===== src/rtl/cfg_regbank.sv =====
module cfg_regbank #(
  parameter int          SHADOW_BYTES = 16,
  parameter logic [15:0] ACT_VALUE    = 16'h0005,
  localparam int         AW           = $clog2(SHADOW_BYTES)
) (
  input  logic          clk,
  input  logic          hrst_n,
  input  logic          soft_rst,
  input  logic          stop_req,
  input  logic [1:0]    reg_sel,
  input  logic          reg_wr,
  input  logic          reg_rd,
  input  logic [31:0]   reg_wdata,
  output logic [31:0]   reg_rdata,
  output logic          reg_rvalid,
  input  logic [AW-1:0] prom_addr,
  input  logic          prom_wr,
  input  logic          prom_rd,
  input  logic [7:0]    prom_wdata,
  output logic [7:0]    prom_rdata,
  output logic          prom_rvalid,
  input  logic          ld_byte_we,
  input  logic [AW-1:0] ld_byte_addr,
  input  logic [7:0]    ld_byte_data,
  input  logic          ld_cfg_we,
  input  logic [15:0]   ld_cfg_data,
  output logic          loop_pass_en,
  output logic          sleep_sel,
  output logic          auto_sel
);

  localparam int B_LOOP  = 14;
  localparam int B_SHWE  = 8;
  localparam int B_SPARE = 7;
  localparam int B_SLEEP = 2;
  localparam int B_AUTO  = 1;
  localparam logic [15:0] CFG_MASK =
    16'((1 << B_LOOP) | (1 << B_SHWE) | (1 << B_SPARE) | (1 << B_SLEEP) | (1 << B_AUTO));
  localparam logic [1:0] SEL_CFG = 2'd2;

  logic [15:0] cfg_q;
  logic [7:0]  shadow_q [SHADOW_BYTES];
  logic [15:0] rdata_q;
  logic        rvalid_q;
  logic [7:0]  prdata_q;
  logic        prvalid_q;
  logic [15:0] reg_mux;
  logic        quiet;
  logic        unused_bits;

  assign quiet       = soft_rst | stop_req;
  assign unused_bits = ^reg_wdata[31:16];

  always_ff @(posedge clk or negedge hrst_n) begin
    if (!hrst_n) begin
      cfg_q <= '0;
    end else if (ld_cfg_we) begin
      cfg_q <= ld_cfg_data & CFG_MASK;
    end else if (reg_wr && reg_sel == SEL_CFG) begin
      cfg_q <= reg_wdata[15:0] & CFG_MASK;
    end
  end

  always_ff @(posedge clk or negedge hrst_n) begin
    if (!hrst_n) begin
      for (int i = 0; i < SHADOW_BYTES; i++) shadow_q[i] <= '0;
    end else begin
      if (prom_wr && cfg_q[B_SHWE]) shadow_q[prom_addr] <= prom_wdata;
      if (ld_byte_we) shadow_q[ld_byte_addr] <= ld_byte_data;
    end
  end

  assign reg_mux = (reg_sel < 2'd2) ? ACT_VALUE :
                   (reg_sel == SEL_CFG) ? cfg_q : 16'h0000;

  always_ff @(posedge clk or negedge hrst_n) begin
    if (!hrst_n) begin
      rdata_q   <= '0;
      rvalid_q  <= 1'b0;
      prdata_q  <= '0;
      prvalid_q <= 1'b0;
    end else begin
      rvalid_q  <= reg_rd & ~quiet;
      prvalid_q <= prom_rd & ~quiet;
      if (reg_rd) rdata_q <= reg_mux;
      if (prom_rd) prdata_q <= shadow_q[prom_addr];
    end
  end

  assign reg_rdata    = {16'h0000, rdata_q};
  assign reg_rvalid   = rvalid_q;
  assign prom_rdata   = prdata_q;
  assign prom_rvalid  = prvalid_q;
  assign loop_pass_en = cfg_q[B_LOOP];
  assign sleep_sel    = cfg_q[B_SLEEP];
  assign auto_sel     = cfg_q[B_AUTO];


  fixed_value_chk: assert property (@(posedge clk) disable iff (!hrst_n)
    reg_rd && reg_sel < 2'd2 |=> reg_rdata[15:0] == ACT_VALUE);


  prom_wr_drop_chk: assert property (@(posedge clk) disable iff (!hrst_n)
    prom_wr && !cfg_q[B_SHWE] && !ld_byte_we
    |=> shadow_q[$past(prom_addr)] == $past(shadow_q[prom_addr]));


  loader_wins_chk: assert property (@(posedge clk) disable iff (!hrst_n)
    ld_cfg_we |=> cfg_q == $past(ld_cfg_data & CFG_MASK));


  soft_keep_chk: assert property (@(posedge clk) disable iff (!hrst_n)
    quiet && !ld_cfg_we && !(reg_wr && reg_sel == SEL_CFG) |=> $stable(cfg_q));


  quiet_drop_chk: assert property (@(posedge clk) disable iff (!hrst_n)
    quiet |=> !reg_rvalid && !prom_rvalid);


  prom_valid_chk: assert property (@(posedge clk) disable iff (!hrst_n)
    prom_rd && !quiet |=> prom_rvalid);

endmodule


===== config.mk =====
export PLATFORM = sky130hd
export DESIGN_NAME = cfg_regbank
export DESIGN_NICKNAME = d
export VERILOG_FILES = /design/src/rtl/cfg_regbank.sv
export SDC_FILE = /design/constraint.sdc
export NUM_CORES = 1
export LEC_CHECK = 0
export BUFFER_PORTS_ARGS = -buffer_cell sky130_fd_sc_hd__buf_2
export CAP_MARGIN = 10
export CORE_AREA = 2 2 162 164
export DETAILED_ROUTE_END_ITERATION = 10
export DIE_AREA = 0 0 164 166
export PLACE_DENSITY = 0.55
export SETUP_SLACK_MARGIN = 0.5
export SYNTH_ARGS = -nofsm -noshare
export SYNTH_HDL_FRONTEND = slang
export SYNTH_SLANG_ARGS = --single-unit

===== constraint.sdc =====
create_clock -name clk -period 1.6 [get_ports clk]
set_clock_uncertainty 0.05 [all_clocks]
set_input_delay 0.16 -clock clk [delete_from_list [all_inputs] [get_ports clk]]
set_output_delay 0.16 -clock clk [all_outputs]
set_load 0.01 [all_outputs]

== Yosys cells after proc, flatten, opt, wreduce, memory -nomap -nowiden ==
Index checks and enable logic that the tools add are counted.
Cells by class
  $lt $le $gt $ge: 5
  equality and inequality tests: 1
  multiplexer cells: 15
  bitwise operators: 6
  reduce and logical (&&, ||, !) cells: 5
Operators with widths (count)
  $bwmux 128: 2
  $mux 128: 2
  $demux 8 s4: 2
  $mux 16: 4
  $bmux 8 s4: 1
  $mux 8: 4
  $ge 5x5->1 const B: 2
  $lt 5x1->1 const B: 2
  $not 4->5: 2
  $logic_and 1x1->1: 4
  $and 1x1->1: 2
  $eq 2x2->1 const B: 1
  $lt 2x2->1 const B: 1
  $reduce_bool 2->1: 1
  $not 1->1: 1
  $or 1x1->1: 1
Storage, ports and cells
  flip-flop bits (word level): 170
  input port bits: 84

== Longest topological paths before layout ==
  word-level depth: 9
  depth in mapped cells: 6
  gate-level depth less buffers: 3

== Worst setup path before layout ==
OpenSTA, ideal clock, no wires.
  path type: input -> register
  from: input prom_addr[0]
  to: register prdata_q[1], in the netlist prom_rdata[1]
  arrival time: 1228 ps
  slack: 191 ps
  stages: 5
  buffers on the path: 2
  cell sequence: buf_4 -> buf_6 -> mux4_2 -> a22oi_1 -> a31oi_1
On the way
  word-level cells in the longest chain between the ends: 4
Ends and longest elaborated chain
  start, declared: RTL line 16  | input logic [AW-1:0] prom_addr,
  $not 4->5 (not written as such): RTL line 86  | if (prom_rd) prdata_q <= shadow_q[prom_addr];
  $bmux 8 s4: RTL line 86
  $mux 8 (not written as such) (2 in a row): RTL line 86
  end signal, assigned: RTL line 86
  end, declared: RTL line 45  | logic [7:0] prdata_q;
No other way between the ends. The select of a mux whose other input is x is not followed.
A chain may end at the register's enable or synchronous reset.

== Final worst setup path ==
  from: register cfg_q[8]
  to: register shadow_q[105] (netlist name)
On the way
  word-level cells in the longest chain between the ends: 4
Ends and longest elaborated chain
  start, declared: RTL line 41  | logic [15:0] cfg_q;
  start signal, assigned: RTL line 58  | cfg_q <= ld_cfg_data & CFG_MASK;
  start signal, assigned: RTL line 60  | cfg_q <= reg_wdata[15:0] & CFG_MASK;
  $logic_and 1x1->1 (*): RTL line 68  | if (prom_wr && cfg_q[B_SHWE]) shadow_q[prom_addr] <= prom_wdata;
  $mux 128 (*): RTL line 68
  $bwmux 128: RTL line 69  | if (ld_byte_we) shadow_q[ld_byte_addr] <= ld_byte_data;
  $mux 128 (*): RTL line 69
  end signal, assigned by index: RTL line 68
  end signal, assigned by index: RTL line 69
  end, declared: RTL line 42  | logic [7:0] shadow_q [SHADOW_BYTES];
Mark *: on every way between the ends. The rest lies on a longest branch, timed or not.

==> results_dict.tcl <==
set metrics [dict create \
    status "complete, no violations" \
    multi_input_area_um2 4920 \
    synth_top_family_by_area "simple AND/OR/NAND/NOR gates" \
    yosys.area_share.adder 0 \
    cp.arrival_ns 1.85 \
    crit_type "flop to flop" \
    worstSetupStartpointType "flop" \
    synthXorXnorAreaFrac 0 \
    gp_congestion 0.833 \
    report.final.slew_viol_count 0 \
    synth_top_area_share 0.425 \
    grt_overflow 0 \
    grt_use_total 0.247 \
    drv_cap 0 \
    syn_inst 994 \
    ys_seq_elements 149 \
    floorplan.initialDensity 0.342 \
    register_area_um2 3730 \
    path_cells "buf_4, and4b_2, buf_6, buf_12, nand3_1, a31oi_1" \
    grt_pass1_vias 8582 \
    relSlewSlack 0.374 \
    syn_area_per_cell_um2 8.82 \
    peakVddDrop_uv 617 \
    rr_endpoint "shadow_q[105]$_DFF_PN0_" \
    worst_pin_slew_ns 0.936 \
    cts_buffers 17 \
    r2r_slack_ns 0.05 \
    clkTransAtPathRegs_ns 0.07 \
    grt_max_degree 44 \
    clock_latency_ns 0.44 \
    hold_class "primary input to flop" \
    core_area_um2 25600 \
    clk_path_buf_depth 2 \
    synthSimpleGateAreaFrac 0.192 \
    mostFrequentLayoutCells "148 x dfrtp_1, 132 x a31oi_1, 128 x nor3_1" \
    io_pins 129 \
    layout.nets 1123 \
    power_density_nw_per_um2 1100 \
    slowest_delay_ns 0.42 \
    portBuffers 64 \
    rows 59 \
    routed_wl_um 33500 \
    final_common_cell "dfrtp_1" \
    async_flop_share 1.00 \
    setup_viol 0 \
    drt_iter0_drc 915 \
    die_w_um 164 \
    endpoint "shadow_q[105]$_DFF_PN0_" \
    routedWlPerCell_um 24.2 \
    drive_gt1_frac 0.354 \
    num_vias 8652 \
    min_period_ns 1.55 \
    max_freq_mhz 645 \
    muxShareOfSynthArea 0.0939 \
    htree_num_levels 4 \
    clock-sinks 149 \
    ys_dominant_reg_cell "dfrtp_1" \
    cp_slowest_cell "dfrtp_2" \
    ctsRootBufferMaster "clkbuf_16" \
    fillCellCount 2401 \
    grt_pass1_wl_um 51800 \
    dieArea_um2 27200 \
    placed_area_um2 10200 \
    critPathCaptureType "flop" \
    synth-seq-area-share 0.425 \
    cts_tree "built" \
    area_growth_pct 30.2 \
    drt-pass1-iter-count 6 \
    antenna_found_initial 1 \
    hold_violations 0 \
    synth.area.top_cells "dfrtp_1 43%, a31oi_1 9.9%, nand3_1 7.4%" \
    ys_types 36 \
    drtAntennaViolNets 0 \
    whs_ns 0.0230 \
    rr_worst_depth 6 \
    synth_warnings 0 \
    synth_edf_count 0 \
    path_max_fanout 9 \
    setup-tns-final_ns 0 \
    rsz0062_at_grt "yes" \
    synth_top_area_cell "dfrtp_1" \
    critPathRequiredTime_ns 1.90 \
    timing.final.crit_share 0.969 \
    drc 0 \
    post-route-util 0.445 \
    r2r_start "cfg_q[8]$_DFFE_PN0P_" \
    viasPerCell 6.23 \
    fin_area_um2 11400 \
    synth_area_um2 8760 \
    fp.dieH_um 166 \
    dp_hpwl_um 20900 \
    cp-startpoint "cfg_q[8]$_DFFE_PN0P_" \
    cellLeakagePower_nw 4.07 \
    synth-compound-area-share 0.192 \
]
==> Yosys cell counts, drive strengths merged, types with 8 or more instances <==
master	instances
nor2	11
o221a	8
mux2i	17
o21ai	128
nand2	16
dfrtp	149
a22oi	8
mux2	10
nand3	129
mux4	24
clkbuf	100
a31oi	138
buf	75
or2	18
nor3	128
==> power by group <==
part / switching, mW / total [mW] / leakage (nW) / internal (mW)
sequential: 0.533 / 5.28 / 1.75 / 4.75
combinational: 1.69 / 3.20 / 2.04 / 1.52
clock: 1.90 / 4.11 / 0.280 / 2.21
total: 4.12 / 12.6 / 4.07 / 8.48
==> sequential cells by signal, indices dropped and copies added, names as in the netlist <==
name         flops
cfg_q            5
prom_rdata       8
prom_rvalid      1
rdata_q          6
reg_rvalid       1
shadow_q       128
==> cell type report <==
type / instances / share of cell area
well taps: 335 / 0.0367
multi-input cells: 689 / 0.431
inverters: 6 / 0.00197
flip-flops and latches: 149 / 0.327
repair buffers: 176 / 0.152
diodes: 1 / 0.000219
clock inverters: 15 / 0.0144
clock buffers: 17 / 0.0373
==> worst min-delay path by stage <==
stage / from / end / slack, ns / cells past startpoint
after floorplan: hrst_n / cfg_q[14]$_DFFE_PN0P_ / -0.19 / 0
after global placement: hrst_n / shadow_q[54]$_DFF_PN0_ / 0.02 / 1
after detailed placement: hrst_n / shadow_q[54]$_DFF_PN0_ / 0.01 / 1
after CTS: reg_rd / rdata_q[0]$_DFFE_PN0P_ / 0.007 / 2
after global routing: reg_rd / rdata_q[0]$_DFFE_PN0P_ / 0.02 / 2
final: reg_rd / rdata_q[0]$_DFFE_PN0P_ / 0.02 / 2
==> per-stage QoR <==
stage	power [mW]	instances	worst slack, ns
final	12.6	1388	0.0496
after global routing	13.2	1388	-0.0234
after CTS	12.5	1377	0.0909
after detailed placement	8.18	1320	-0.0717
after global placement	8.12	1320	-0.0492
after floorplan	7.19	1019	0.286
==> metal layers <==
layer	global-route usage	vias to the layer above	wire, um
met5	0	-	0
met4	0.0847	0	1010
met3	0.0435	82	2770
met2	0.393	491	15900
met1	0.341	4331	13800
li1	-	3748	-
==> critical path, delay by kind of cell, from the launching register on <==
kind,cells,cell delay [ns]
AND/OR/NAND/NOR,2,0.37
buffers and inverters,3,0.39
flip-flops,1,0.42
AO/OA/AOI/OAI,1,0.22
==> cells by family after synthesis <==
| logic type | after synthesis |
|---|---|
| flip-flops | 149 |
| AND/OR/NAND/NOR | 326 |
| multiplexers | 51 |
| AO/OA/AOI/OAI | 286 |
| other | 1 |
| buffers and inverters | 181 |
==> what timing repair did <==
action / CTS / global route
hold buffers: 5 / 0
setup buffers: 15 / 6
resized for setup: 34 / 16
gates cloned: 5 / 4
pin swaps: 45 / 47
endpoints found under the hold margin: 153 / 0
setup endpoints to repair: 155 / 155
Note: power is estimated with default switching activity, not from simulation.
